### src/rtl/ant_sup_pkg.sv
package ant_sup_pkg;

   typedef enum logic [1:0] {
      ST_ON    = 2'd0,
      ST_WAIT  = 2'd1,
      ST_PROBE = 2'd2,
      ST_FAULT = 2'd3
   } sup_state_t;

   // Returns {use_pin_b, reserved_code}
   function automatic logic [1:0] decode_strap(input logic [2:0] code);
      logic [1:0] r;
      case (code)
         3'b000, 3'b001, 3'b110, 3'b111: r = 2'b00;
         3'b011:                         r = 2'b10;
         default:                        r = 2'b11;
      endcase
      return r;
   endfunction

endpackage

### src/rtl/ant_filter.sv
module ant_filter #(
   parameter int   SYNC_STAGES = 2,
   parameter int   DEB_CYCLES  = 16,
   parameter logic RST_LVL     = 1'b1
) (
   input  logic clk,
   input  logic rst_n,
   input  logic raw_i,
   output logic lvl_o
);
   localparam int CW = $clog2(DEB_CYCLES + 1);

   if (SYNC_STAGES < 1) begin : g_bad_sync
      $error("ant_filter: SYNC_STAGES must be at least 1");
   end
   if (DEB_CYCLES < 1) begin : g_bad_deb
      $error("ant_filter: DEB_CYCLES must be at least 1");
   end

   logic [SYNC_STAGES-1:0] sync_q;
   logic [CW-1:0]          cnt;
   logic                   samp;

   if (SYNC_STAGES == 1) begin : g_sync1
      always_ff @(posedge clk or negedge rst_n)
         if (!rst_n) sync_q <= RST_LVL;
         else        sync_q <= raw_i;
   end else begin : g_syncn
      always_ff @(posedge clk or negedge rst_n)
         if (!rst_n) sync_q <= {SYNC_STAGES{RST_LVL}};
         else        sync_q <= {sync_q[SYNC_STAGES-2:0], raw_i};
   end

   assign samp = sync_q[SYNC_STAGES-1];

   always_ff @(posedge clk or negedge rst_n) begin
      if (!rst_n) begin
         lvl_o <= RST_LVL;
         cnt   <= '0;
      end else if (samp == lvl_o) begin
         cnt <= '0;
      end else if (cnt == CW'(DEB_CYCLES - 1)) begin
         lvl_o <= samp;
         cnt   <= '0;
      end else begin
         cnt <= cnt + CW'(1);
      end
   end


   lvl_change_chk: assert property (@(posedge clk) disable iff (!rst_n)
      (lvl_o != $past(lvl_o)) |-> ($past(cnt) == CW'(DEB_CYCLES - 1)));

endmodule

### src/rtl/ant_src_sel.sv
module ant_src_sel
   import ant_sup_pkg::*;
(
   input  logic       clk,
   input  logic       rst_n,
   input  logic [2:0] strap_i,
   input  logic       cur_a_n,
   input  logic       cur_b_n,
   output logic       cur_n_o,
   output logic       cfg_err_o
);
   logic [2:0] strap_q;
   logic [1:0] dec;

   // Strap is loaded while reset is held and frozen afterwards.
   always_ff @(posedge clk)
      if (!rst_n) strap_q <= strap_i;

   assign dec       = decode_strap(strap_q);
   assign cur_n_o   = dec[1] ? cur_b_n : cur_a_n;
   assign cfg_err_o = dec[0];


   rsvd_to_b_chk: assert property (@(posedge clk) disable iff (!rst_n)
      cfg_err_o |-> (cur_n_o == cur_b_n));

endmodule

### src/rtl/ant_sup_fsm.sv
module ant_sup_fsm
   import ant_sup_pkg::*;
#(
   parameter int RETRY_CYCLES = 50000,
   parameter int PROBE_CYCLES = 20
) (
   input  logic clk,
   input  logic rst_n,
   input  logic short_lvl,
   input  logic cur_lvl,
   input  logic fault_clr,
   output logic pwr_en,
   output logic st_ok,
   output logic st_short,
   output logic st_open,
   output logic st_off,
   output logic st_fault
);
   localparam int LONGEST = (RETRY_CYCLES > PROBE_CYCLES) ? RETRY_CYCLES : PROBE_CYCLES;
   localparam int TW      = $clog2(LONGEST + 1);

   if (RETRY_CYCLES < 1 || PROBE_CYCLES < 1) begin : g_bad_len
      $error("ant_sup_fsm: interval lengths must be at least 1");
   end

   sup_state_t    state;
   logic [TW-1:0] tmr;

   always_ff @(posedge clk or negedge rst_n) begin
      if (!rst_n) begin
         state <= ST_ON;
         tmr   <= '0;
      end else begin
         case (state)
            ST_ON: begin
               tmr <= '0;
               if (!short_lvl) state <= ST_WAIT;
            end
            ST_WAIT: begin
               if (tmr == TW'(RETRY_CYCLES - 1)) begin
                  state <= ST_PROBE;
                  tmr   <= '0;
               end else begin
                  tmr <= tmr + TW'(1);
               end
            end
            ST_PROBE: begin
               if (tmr == TW'(PROBE_CYCLES - 1)) begin
                  state <= short_lvl ? ST_ON : ST_FAULT;
                  tmr   <= '0;
               end else begin
                  tmr <= tmr + TW'(1);
               end
            end
            default: begin
               tmr <= '0;
               if (fault_clr) state <= ST_PROBE;
            end
         endcase
      end
   end

   assign pwr_en   = (state == ST_ON) || (state == ST_PROBE);
   assign st_off   = !pwr_en;
   assign st_short = (state == ST_WAIT) || (state == ST_FAULT);
   assign st_fault = (state == ST_FAULT);
   assign st_ok    = (state == ST_ON) && short_lvl && !cur_lvl;
   assign st_open  = (state == ST_ON) && short_lvl && cur_lvl;


   short_trip_chk: assert property (@(posedge clk) disable iff (!rst_n)
      (state == ST_ON && !short_lvl) |=> !pwr_en);


   no_cut_chk: assert property (@(posedge clk) disable iff (!rst_n)
      (state == ST_ON && short_lvl) |=> pwr_en);


   wait_exit_chk: assert property (@(posedge clk) disable iff (!rst_n)
      (state == ST_WAIT) |=> (state == ST_WAIT || state == ST_PROBE));


   fault_hold_chk: assert property (@(posedge clk) disable iff (!rst_n)
      (st_fault && !fault_clr) |=> (st_fault && !pwr_en));

endmodule

### src/rtl/antenna_supervisor.sv
module antenna_supervisor #(
   parameter int SYNC_STAGES  = 2,
   parameter int DEB_CYCLES   = 16,
   parameter int RETRY_CYCLES = 50000
) (
   input  logic       clk,
   input  logic       rst_n,
   input  logic [2:0] strap_i,
   input  logic       short_n_i,
   input  logic       cur_a_n_i,
   input  logic       cur_b_n_i,
   input  logic       fault_clr_i,
   output logic       ant_pwr_o,
   output logic       ok_o,
   output logic       short_o,
   output logic       open_o,
   output logic       off_o,
   output logic       fault_o,
   output logic       cfg_err_o
);
   // Probe window covers filter latency so the reading at its end is fresh.
   localparam int PROBE_CYCLES = DEB_CYCLES + SYNC_STAGES + 2;

   logic cur_n_sel, short_lvl, cur_lvl;

   ant_src_sel u_sel (
      .clk      (clk),
      .rst_n    (rst_n),
      .strap_i  (strap_i),
      .cur_a_n  (cur_a_n_i),
      .cur_b_n  (cur_b_n_i),
      .cur_n_o  (cur_n_sel),
      .cfg_err_o(cfg_err_o)
   );

   ant_filter #(.SYNC_STAGES(SYNC_STAGES), .DEB_CYCLES(DEB_CYCLES), .RST_LVL(1'b1)) u_flt_short (
      .clk  (clk),
      .rst_n(rst_n),
      .raw_i(short_n_i),
      .lvl_o(short_lvl)
   );

   ant_filter #(.SYNC_STAGES(SYNC_STAGES), .DEB_CYCLES(DEB_CYCLES), .RST_LVL(1'b0)) u_flt_cur (
      .clk  (clk),
      .rst_n(rst_n),
      .raw_i(cur_n_sel),
      .lvl_o(cur_lvl)
   );

   ant_sup_fsm #(.RETRY_CYCLES(RETRY_CYCLES), .PROBE_CYCLES(PROBE_CYCLES)) u_fsm (
      .clk      (clk),
      .rst_n    (rst_n),
      .short_lvl(short_lvl),
      .cur_lvl  (cur_lvl),
      .fault_clr(fault_clr_i),
      .pwr_en   (ant_pwr_o),
      .st_ok    (ok_o),
      .st_short (short_o),
      .st_open  (open_o),
      .st_off   (off_o),
      .st_fault (fault_o)
   );


   open_needs_pwr_chk: assert property (@(posedge clk) disable iff (!rst_n)
      open_o |-> ant_pwr_o);

endmodule

### config.mk
export PLATFORM = sky130hd
export DESIGN_NAME = antenna_supervisor
export DESIGN_NICKNAME = d
export VERILOG_FILES = /design/src/rtl/ant_sup_pkg.sv /design/src/rtl/ant_filter.sv /design/src/rtl/ant_src_sel.sv /design/src/rtl/ant_sup_fsm.sv /design/src/rtl/antenna_supervisor.sv
export SDC_FILE = /design/constraint.sdc
export NUM_CORES = 1
export LEC_CHECK = 0
export CAP_MARGIN = 30
export CORE_ASPECT_RATIO = 1.5
export CORE_MARGIN = 10
export CORE_UTILIZATION = 42
export CTS_CLUSTER_DIAMETER = 40
export DETAILED_ROUTE_END_ITERATION = 8
export PLACE_DENSITY = 0.64
export SLEW_MARGIN = 0
export SYNTH_ARGS = -nofsm -noshare
export SYNTH_HDL_FRONTEND = slang
export SYNTH_SLANG_ARGS = --single-unit
### constraint.sdc
create_clock -name clk -period 2.55 [get_ports clk]
set_clock_uncertainty 0.2 [all_clocks]
set_input_delay 0.51 -clock clk [delete_from_list [all_inputs] [get_ports clk]]
set_output_delay 0.51 -clock clk [all_outputs]
set_load 0.02 [all_outputs]
==> insert_results.sql, run 1 <==
INSERT INTO impl_metrics (metric_group, metric, value, unit) VALUES
('clock_tree', 'worst_setup_hold_path_clk_slew', '0.08', 'ns'),
('route', 'drc', '0', ''),
('route', 'drtIter0Drc', '78', ''),
('route', 'vias_per_cell', '5.35', ''),
('finish', 'antennaDiodeCount', '0', ''),
('clock_tree', 'cts.root.buffer_cell', 'sky130_fd_sc_hd__clkbuf_8', ''),
('route', 'wl_per_cell', '15.0', 'um'),
('route', 'drtPass1Iterations', '4', ''),
('power', 'power.ir.vdd_worst', '295', 'uV'),
('clock_tree', 'clk_latency', '0.29', 'ns'),
('finish', 'final_area', '2220', 'um2'),
('setup_path', 'ff2ff_path_depth', '5', ''),
('sta', 'final.setup.tns', '0', 'ns'),
('die', 'die-width', '75.0', 'um'),
('sta', 'fmax', '0.416', 'GHz'),
('logic_synthesis', 'syn-mean-instance-area', '12.1', 'um2'),
('logic_synthesis', 'synth-main-ff-cell', 'sky130_fd_sc_hd__dfrtp_1', ''),
('global_route', 'overflow', '0', ''),
('sta', 'maxSlewViolCount', '0', ''),
('global_route', 'via_count_of_the_first_global_routing_pass', '1264', ''),
('finish', 'num-fill-cells', '391', ''),
('power', 'totalPowerFinal', '1160', 'uW'),
('route', 'total_via_count_in_the_routed_design', '1214', ''),
('global_route', 'grt_pass1_wl', '6020', 'um'),
('sta', 'finalCriticalPeriod', '2.41', 'ns'),
('clock_tree', 'tritoncts', 'built', ''),
('setup_path', 'startpoint_kind_of_the_worst_setup_timing_path', 'register', ''),
('min_path', 'min_delay_path_depth', '0', ''),
('logic_synthesis', 'synth_async_sr_flop_share', '0.919', ''),
('clock_tree', 'post_cts.repair.setup_buffers', '0', ''),
('route', 'drtAntennaViolNets', '0', ''),
('sta', 'setup-violations-final', '0', ''),
('logic_synthesis', 'syn-instance-count', '158', ''),
('logic_synthesis', 'number_of_enable_flip_flop_cells_after_synthesis', '3', ''),
('die', 'die_area', '7680', 'um2'),
('placement', 'placement.setup.worst_slack', '0.132', 'ns'),
('placement', 'routabilityCongestion', '0.756', ''),
('finish', 'drive_gt1_frac', '0.215', ''),
('finish', 'area.growth.synth_to_final', '16.6', '%'),
('run', 'maxCapViolations', '0', ''),
('die', 'std_cell_rows', '29', ''),
('sta', 'number_of_hold_violations_in_the_final_report', '0', ''),
('logic_synthesis', 'synth_seq_area_share', '0.496', ''),
('setup_path', 'cp.required', '1.84', 'ns'),
('sta', 'whs', '0.160', 'ns'),
('die', 'placeableCoreArea', '4320', 'um2'),
('clock_tree', 'number_of_buffers_inserted_during_clock_tree_synthesis', '5', ''),
('placement', 'placed_area', '2110', 'um2'),
('setup_path', 'crit_arrival', '1.70', 'ns'),
('clock_tree', 'cts_max_path_buffers', '2', ''),
('placement', 'place_hpwl', '2540', 'um'),
('clock_tree', 'cts_max_level', '2', ''),
('global_route', 'grt_start_max_net_pins', '35', ''),
('sta', 'crit_share_post_route', '0.944', ''),
('logic_synthesis', 'mappedNetlistArea', '1900', 'um2'),
('clock_tree', 'clock_sinks', '37', ''),
('placement', 'io_buffers', '15', ''),
('global_route', 'grt_antenna_before_repair', '0', ''),
('sta', 'layout_setup_ws', '0.144', 'ns'),
('logic_synthesis', 'ys_ff_latch', '37', ''),
('setup_path', 'timing_worst_setup_path_type', 'register to primary output', ''),
('power', 'power.density', '522', 'nW/um2'),
('setup_path', 'setup.worst_path.end_class', 'primary output', ''),
('logic_synthesis', 'synth_nets', '174', ''),
('setup_path', 'path_max_fanout', '5', ''),
('sta', 'rel_slew_slack', '0.725', ''),
('die', 'boundaryPins', '16', ''),
('logic_synthesis', 'yosys_synthesis_warning_count', '0', ''),
('logic_synthesis', 'distinct_cell_type_count_of_the_synthesized_netlist', '36', ''),
('min_path', 'timing.hold.worst.class', 'register to register', ''),
('sta', 'grt_setup_unrepaired', 'no', ''),
('die', 'floorplan.initialDensity', '0.441', ''),
('sta', 'tightest_slew', '0.408', 'ns'),
('status', 'outcome', 'finished, final reports clean', ''),
('setup_path', 'ff2ff_setup_slack', '0.52', 'ns'),
('global_route', 'groute.usage.overall', '0.101', ''),
('route', 'drt_total_wl', '3410', 'um'),
('finish', 'number_of_nets_at_the_end_of_the_flow', '196', ''),
('power', 'total_leakage_power', '0.000984', 'uW'),
('die', 'die_h', '102', 'um');
per-stage QoR:
| step | cells | utilization |
|---|---|---|
| finish | 227 | 0.514 |
| global route | 227 | 0.514 |
| CTS | 227 | 0.514 |
| detailed placement | 219 | 0.489 |
| global placement | 219 | 0.489 |
| floorplan | 158 | - |
worst max-delay path: stages (launching register included):
cell,delay (ns)
sky130_fd_sc_hd__dfrtp_1,0.40
sky130_fd_sc_hd__inv_1,0.08
sky130_fd_sc_hd__ha_1,0.26
sky130_fd_sc_hd__or2_2,0.33
sky130_fd_sc_hd__dlygate4sd2_1,0.33
worst paths after layout:
path | from | endpoint
max reg2reg | u_fsm.tmr[0]$_DFF_PN0_ | u_fsm.state[0]$_DFFE_PN0P_
min | u_flt_short.sync_q[0]$_DFF_PN1_ | u_flt_short.sync_q[1]$_DFF_PN1_
min reg2reg | u_flt_short.sync_q[0]$_DFF_PN1_ | u_flt_short.sync_q[1]$_DFF_PN1_
max in group asynchronous | rst_n | u_flt_short.lvl_o$_DFFE_PN1P_
min in group asynchronous | rst_n | u_flt_short.cnt[2]$_DFF_PN0_
max | u_fsm.state[0]$_DFFE_PN0P_ | ant_pwr_o
power breakdown:
part	total (uW)	internal (uW)	leakage [uW]	switching, uW
sequential	629	616	0.000469	13.0
combinational	60.5	30.6	0.000462	29.8
clock	469	253	0.0000525	216
sequential cells by signal (all words and copies together) (netlist names):
signal,cells
u_flt_short.lvl_o,1
u_sel.strap_q,3
u_fsm.state,2
u_flt_short.cnt,5
u_flt_cur.sync_q,2
u_flt_cur.lvl_o,1
u_flt_short.sync_q,2
u_fsm.tmr,16
u_flt_cur.cnt,5
routing by layer:
metal	up-vias	routed length, um	track usage	share of wire
met2	24	1700	0.166	0.50
li1	595	-	-	-
met1	591	1480	0.113	0.43
met3	4	189	0.0427	0.055
met5	-	0	0	0
met4	0	47	0.0395	0.014
cells in the mapped netlist (2+ instances only):
cell,number,share of area
sky130_fd_sc_hd__and2_1,5,0.016
sky130_fd_sc_hd__and3_1,4,0.013
sky130_fd_sc_hd__dfrtp_1,31,0.41
sky130_fd_sc_hd__dfstp_2,3,0.041
sky130_fd_sc_hd__edfxtp_1,3,0.047
sky130_fd_sc_hd__ha_1,7,0.046
sky130_fd_sc_hd__inv_1,8,0.016
sky130_fd_sc_hd__mux2_1,2,0.012
sky130_fd_sc_hd__mux2_2,3,0.018
sky130_fd_sc_hd__nand2_1,4,0.0079
sky130_fd_sc_hd__nand2b_1,4,0.013
sky130_fd_sc_hd__nand3_1,10,0.026
sky130_fd_sc_hd__nand4_1,2,0.0066
sky130_fd_sc_hd__nor2_1,10,0.020
sky130_fd_sc_hd__nor3_1,3,0.0079
sky130_fd_sc_hd__nor3b_1,6,0.024
sky130_fd_sc_hd__nor3b_2,10,0.066
sky130_fd_sc_hd__nor4_1,4,0.013
sky130_fd_sc_hd__o21ai_0,3,0.0079
sky130_fd_sc_hd__or2_2,2,0.0066
sky130_fd_sc_hd__xnor2_1,12,0.055
sky130_fd_sc_hd__xor2_1,8,0.037
timing repair:
action / 4_1_cts / 5_1_grt
hold buffers: 0 / 0
resized for setup: 3 / 4
endpoints found under the setup margin: 3 / 3
cells in the final DEF, fill, tap and decap left out, types with 4 or more instances in the layout:
cell	count
sky130_fd_sc_hd__nor2_1	10
sky130_fd_sc_hd__and3_1	4
sky130_fd_sc_hd__clkdlybuf4s50_1	10
sky130_fd_sc_hd__xnor2_1	12
sky130_fd_sc_hd__nor3b_1	6
sky130_fd_sc_hd__nand3_1	10
sky130_fd_sc_hd__dfrtp_1	31
sky130_fd_sc_hd__nor4_1	4
sky130_fd_sc_hd__ha_1	7
sky130_fd_sc_hd__and2_1	5
sky130_fd_sc_hd__nor3b_2	10
sky130_fd_sc_hd__inv_1	8
sky130_fd_sc_hd__clkbuf_8	5
sky130_fd_sc_hd__nand2b_1	4
sky130_fd_sc_hd__xor2_1	8
sky130_fd_sc_hd__nand2_1	4
logic make-up after synthesis:
family | count (synthesis) | synth area share
AO/OA/AOI/OAI | 7 | 0.0322
XOR/XNOR | 20 | 0.0920
adder cells (fa/ha/maj) | 7 | 0.0460
buffers and inverters | 10 | 0.0237
flip-flops | 37 | 0.496
multiplexers | 5 | 0.0296
AND/OR/NAND/NOR | 72 | 0.281
cell type report:
| class | count | area [um2] | area share |
|---|---|---|---|
| Multi-Input combinational cell | 111 | 915 | 0.412 |
| Sequential cell | 37 | 945 | 0.426 |
| Tap cell | 46 | 57.6 | 0.0259 |
| Inverter | 8 | 30.0 | 0.0135 |
| Timing Repair Buffer | 17 | 163 | 0.0733 |
| Clock buffer | 6 | 93.8 | 0.0423 |
| Clock inverter | 2 | 16.3 | 0.00733 |
Note: power is estimated with default switching activity, not from simulation.
==> run 2, diff against run 1 <==
==> constraint.sdc (replaced) <==
create_clock -name clk -period 2.55 [get_ports clk]
set_clock_uncertainty 0.2 [all_clocks]
set_input_delay 0.3825 -clock clk [delete_from_list [all_inputs] [get_ports clk]]
set_output_delay 0.3825 -clock clk [all_outputs]
set_load 0.02 [all_outputs]
==> run 2 against run 1 <==
Global-route usage grew 0.43 points. Worst setup slack lost 0.016 ns. Via count up 1.3%. First-iteration DRC count increased by 6.4%. Maximum frequency shrank 0.66%. Clock power decreased by 14%. Power fell by 5.5%. Largest cell class unchanged. Highest routed layer unchanged.
==> insert_results.sql, run 2 (synthesis results as in run 1) <==
INSERT INTO impl_metrics (metric_group, metric, value, unit) VALUES
('sta', 'maxSlewViolCount', '0', ''),
('min_path', 'timing.hold.worst.class', 'register to register', ''),
('setup_path', 'cp.required', '1.97', 'ns'),
('power', 'totalPowerFinal', '1090', 'uW'),
('route', 'drtIter0Drc', '83', ''),
('die', 'floorplan.initialDensity', '0.441', ''),
('route', 'vias_per_cell', '5.42', ''),
('status', 'outcome', 'finished, final reports clean', ''),
('clock_tree', 'cts.root.buffer_cell', 'sky130_fd_sc_hd__clkbuf_8', ''),
('die', 'placeableCoreArea', '4320', 'um2'),
('clock_tree', 'cts_max_level', '2', ''),
('route', 'total_via_count_in_the_routed_design', '1230', ''),
('sta', 'crit_share_post_route', '0.950', ''),
('finish', 'layout_commonest_cell', 'sky130_fd_sc_hd__dfrtp_1', ''),
('global_route', 'via_count_of_the_first_global_routing_pass', '1351', ''),
('placement', 'place_hpwl', '2680', 'um'),
('sta', 'final.setup.tns', '0', 'ns'),
('finish', 'postLayoutCoreUtil', '0.510', ''),
('placement', 'routabilityCongestion', '0.738', ''),
('setup_path', 'startpoint_kind_of_the_worst_setup_timing_path', 'register', ''),
('global_route', 'grt_antenna_before_repair', '0', ''),
('die', 'std_cell_rows', '29', ''),
('power', 'power.density', '497', 'nW/um2'),
('min_path', 'min_delay_path_depth', '0', ''),
('setup_path', 'crit_arrival', '1.84', 'ns'),
('placement', 'io_buffers', '15', ''),
('finish', 'number_of_nets_at_the_end_of_the_flow', '196', ''),
('clock_tree', 'clock_sinks', '37', ''),
('sta', 'rel_slew_slack', '0.683', ''),
('setup_path', 'timing_worst_setup_path_type', 'register to primary output', ''),
('clock_tree', 'cts_max_path_buffers', '2', ''),
('route', 'wl_per_cell', '16.1', 'um'),
('finish', 'regMostFlops', 'u_fsm.tmr', ''),
('route', 'drc', '0', ''),
('clock_tree', 'number_of_buffers_inserted_during_clock_tree_synthesis', '5', ''),
('die', 'die_area', '7680', 'um2'),
('sta', 'number_of_hold_violations_in_the_final_report', '0', ''),
('die', 'die_h', '102', 'um'),
('global_route', 'overflow', '0', ''),
('setup_path', 'path_max_fanout', '4', ''),
('die', 'boundaryPins', '16', ''),
('finish', 'biggestRegsByFlops', 'u_fsm.tmr: 16 flops, u_flt_cur.cnt: 5 flops, u_flt_short.cnt: 5 flops', ''),
('route', 'drt_total_wl', '3650', 'um'),
('sta', 'tightest_slew', '0.469', 'ns'),
('sta', 'fmax', '0.413', 'GHz'),
('run', 'maxCapViolations', '0', ''),
('sta', 'finalCriticalPeriod', '2.42', 'ns'),
('clock_tree', 'post_cts.repair.setup_buffers', '0', ''),
('sta', 'setup-violations-final', '0', ''),
('route', 'drtAntennaViolNets', '0', ''),
('finish', 'num-fill-cells', '372', ''),
('finish', 'antennaDiodeCount', '0', ''),
('global_route', 'grt_start_max_net_pins', '35', ''),
('setup_path', 'ff2ff_path_depth', '5', ''),
('route', 'drtPass1Iterations', '4', ''),
('setup_path', 'setup.worst_path.end_class', 'primary output', ''),
('clock_tree', 'worst_setup_hold_path_clk_slew', '0.07', 'ns'),
('die', 'die-width', '75.0', 'um'),
('finish', 'largest_register_ffs', '16', ''),
('clock_tree', 'clk_latency', '0.29', 'ns'),
('finish', 'area.growth.synth_to_final', '15.6', '%'),
('power', 'power.ir.vdd_worst', '347', 'uV'),
('global_route', 'groute.usage.overall', '0.106', ''),
('global_route', 'grt_pass1_wl', '6200', 'um'),
('finish', 'drive_gt1_frac', '0.210', ''),
('clock_tree', 'tritoncts', 'built', ''),
('sta', 'whs', '0.158', 'ns'),
('sta', 'grt_setup_unrepaired', 'no', ''),
('finish', 'layout_common_cells', 'sky130_fd_sc_hd__dfrtp_1 (31), sky130_fd_sc_hd__xnor2_1 (12), sky130_fd_sc_hd__clkdlybuf4s50_1 (12)', ''),
('power', 'total_leakage_power', '0.000971', 'uW');
[run 2: layout make-up]
class	instances	area [um2]	share of cell area
Sequential cell	37	945	0.429
Multi-Input combinational cell	111	915	0.415
Timing Repair Buffer	17	169	0.0767
Clock buffer	5	68.8	0.0313
Tap cell	46	57.6	0.0261
Inverter	8	30.0	0.0136
Clock inverter	3	17.5	0.00795
[run 2: critical path, stage by stage (launching register included)]
cell	delay, ns
sky130_fd_sc_hd__dfrtp_1	0.40
sky130_fd_sc_hd__inv_1	0.08
sky130_fd_sc_hd__ha_1	0.23
sky130_fd_sc_hd__or2_2	0.30
sky130_fd_sc_hd__clkdlybuf4s50_1	0.55
[run 2: path summary, 6_finish.rpt]
kind | endpoint | from | slack, ns
worst max-delay path | short_o | u_fsm.state[1]$_DFFE_PN0P_ | 0.13
worst min-delay path | u_flt_cur.sync_q[1]$_DFF_PN0_ | u_flt_cur.sync_q[0]$_DFF_PN0_ | 0.16
worst max register to register | u_fsm.state[0]$_DFFE_PN0P_ | u_fsm.tmr[0]$_DFF_PN0_ | 0.42
worst min register to register | u_flt_cur.sync_q[1]$_DFF_PN0_ | u_flt_cur.sync_q[0]$_DFF_PN0_ | 0.16
max in group asynchronous | u_flt_short.sync_q[0]$_DFF_PN1_ | rst_n | 1.37
min in group asynchronous | u_fsm.tmr[14]$_DFF_PN0_ | rst_n | 0.44
[run 2: power by group]
part	switching, uW	internal, uW	total [uW]	leakage [uW]
combinational	31.1	30.6	61.7	0.000458
sequential	13.3	616	629	0.000469
clock	216	189	404	0.0000439
total	260	835	1090	0.000971
[run 2: per-stage QoR]
stage,worst slack [ns],std cells,area (um2)
2_1_floorplan,0.675,158,1900
3_3_place_gp,0.303,219,2110
3_5_place_dp,0.225,219,2110
4_1_cts,0.0116,227,2200
5_1_grt,0.0226,227,2200
6_report,0.128,227,2200
[run 2: layer usage]
| layer | share of wire | track usage | vias to the layer above |
|---|---|---|---|
| met4 | 0.019 | 0.0482 | 0 |
| met2 | 0.54 | 0.188 | 24 |
| met3 | 0.046 | 0.0388 | 8 |
| li1 | - | - | 595 |
| met5 | 0 | 0 | - |
| met1 | 0.40 | 0.105 | 603 |
[run 2: repair_timing]
action / in CTS / in global routing
resized for setup: 1 / 2
hold buffers: 0 / 0
setup endpoints to repair: 1 / 2
==> run 3, diff against run 2 <==
--- a/config.mk
+++ b/config.mk
@@ -12,6 +12,7 @@
 export CTS_CLUSTER_DIAMETER = 40
 export DETAILED_ROUTE_END_ITERATION = 8
 export PLACE_DENSITY = 0.64
+export SKIP_LAST_GASP = 1
 export SLEW_MARGIN = 0
 export SYNTH_ARGS = -nofsm -noshare
 export SYNTH_HDL_FRONTEND = slang
==> results of run 3 <==
Final layout, timing and power as in run 2 (identical DEF).
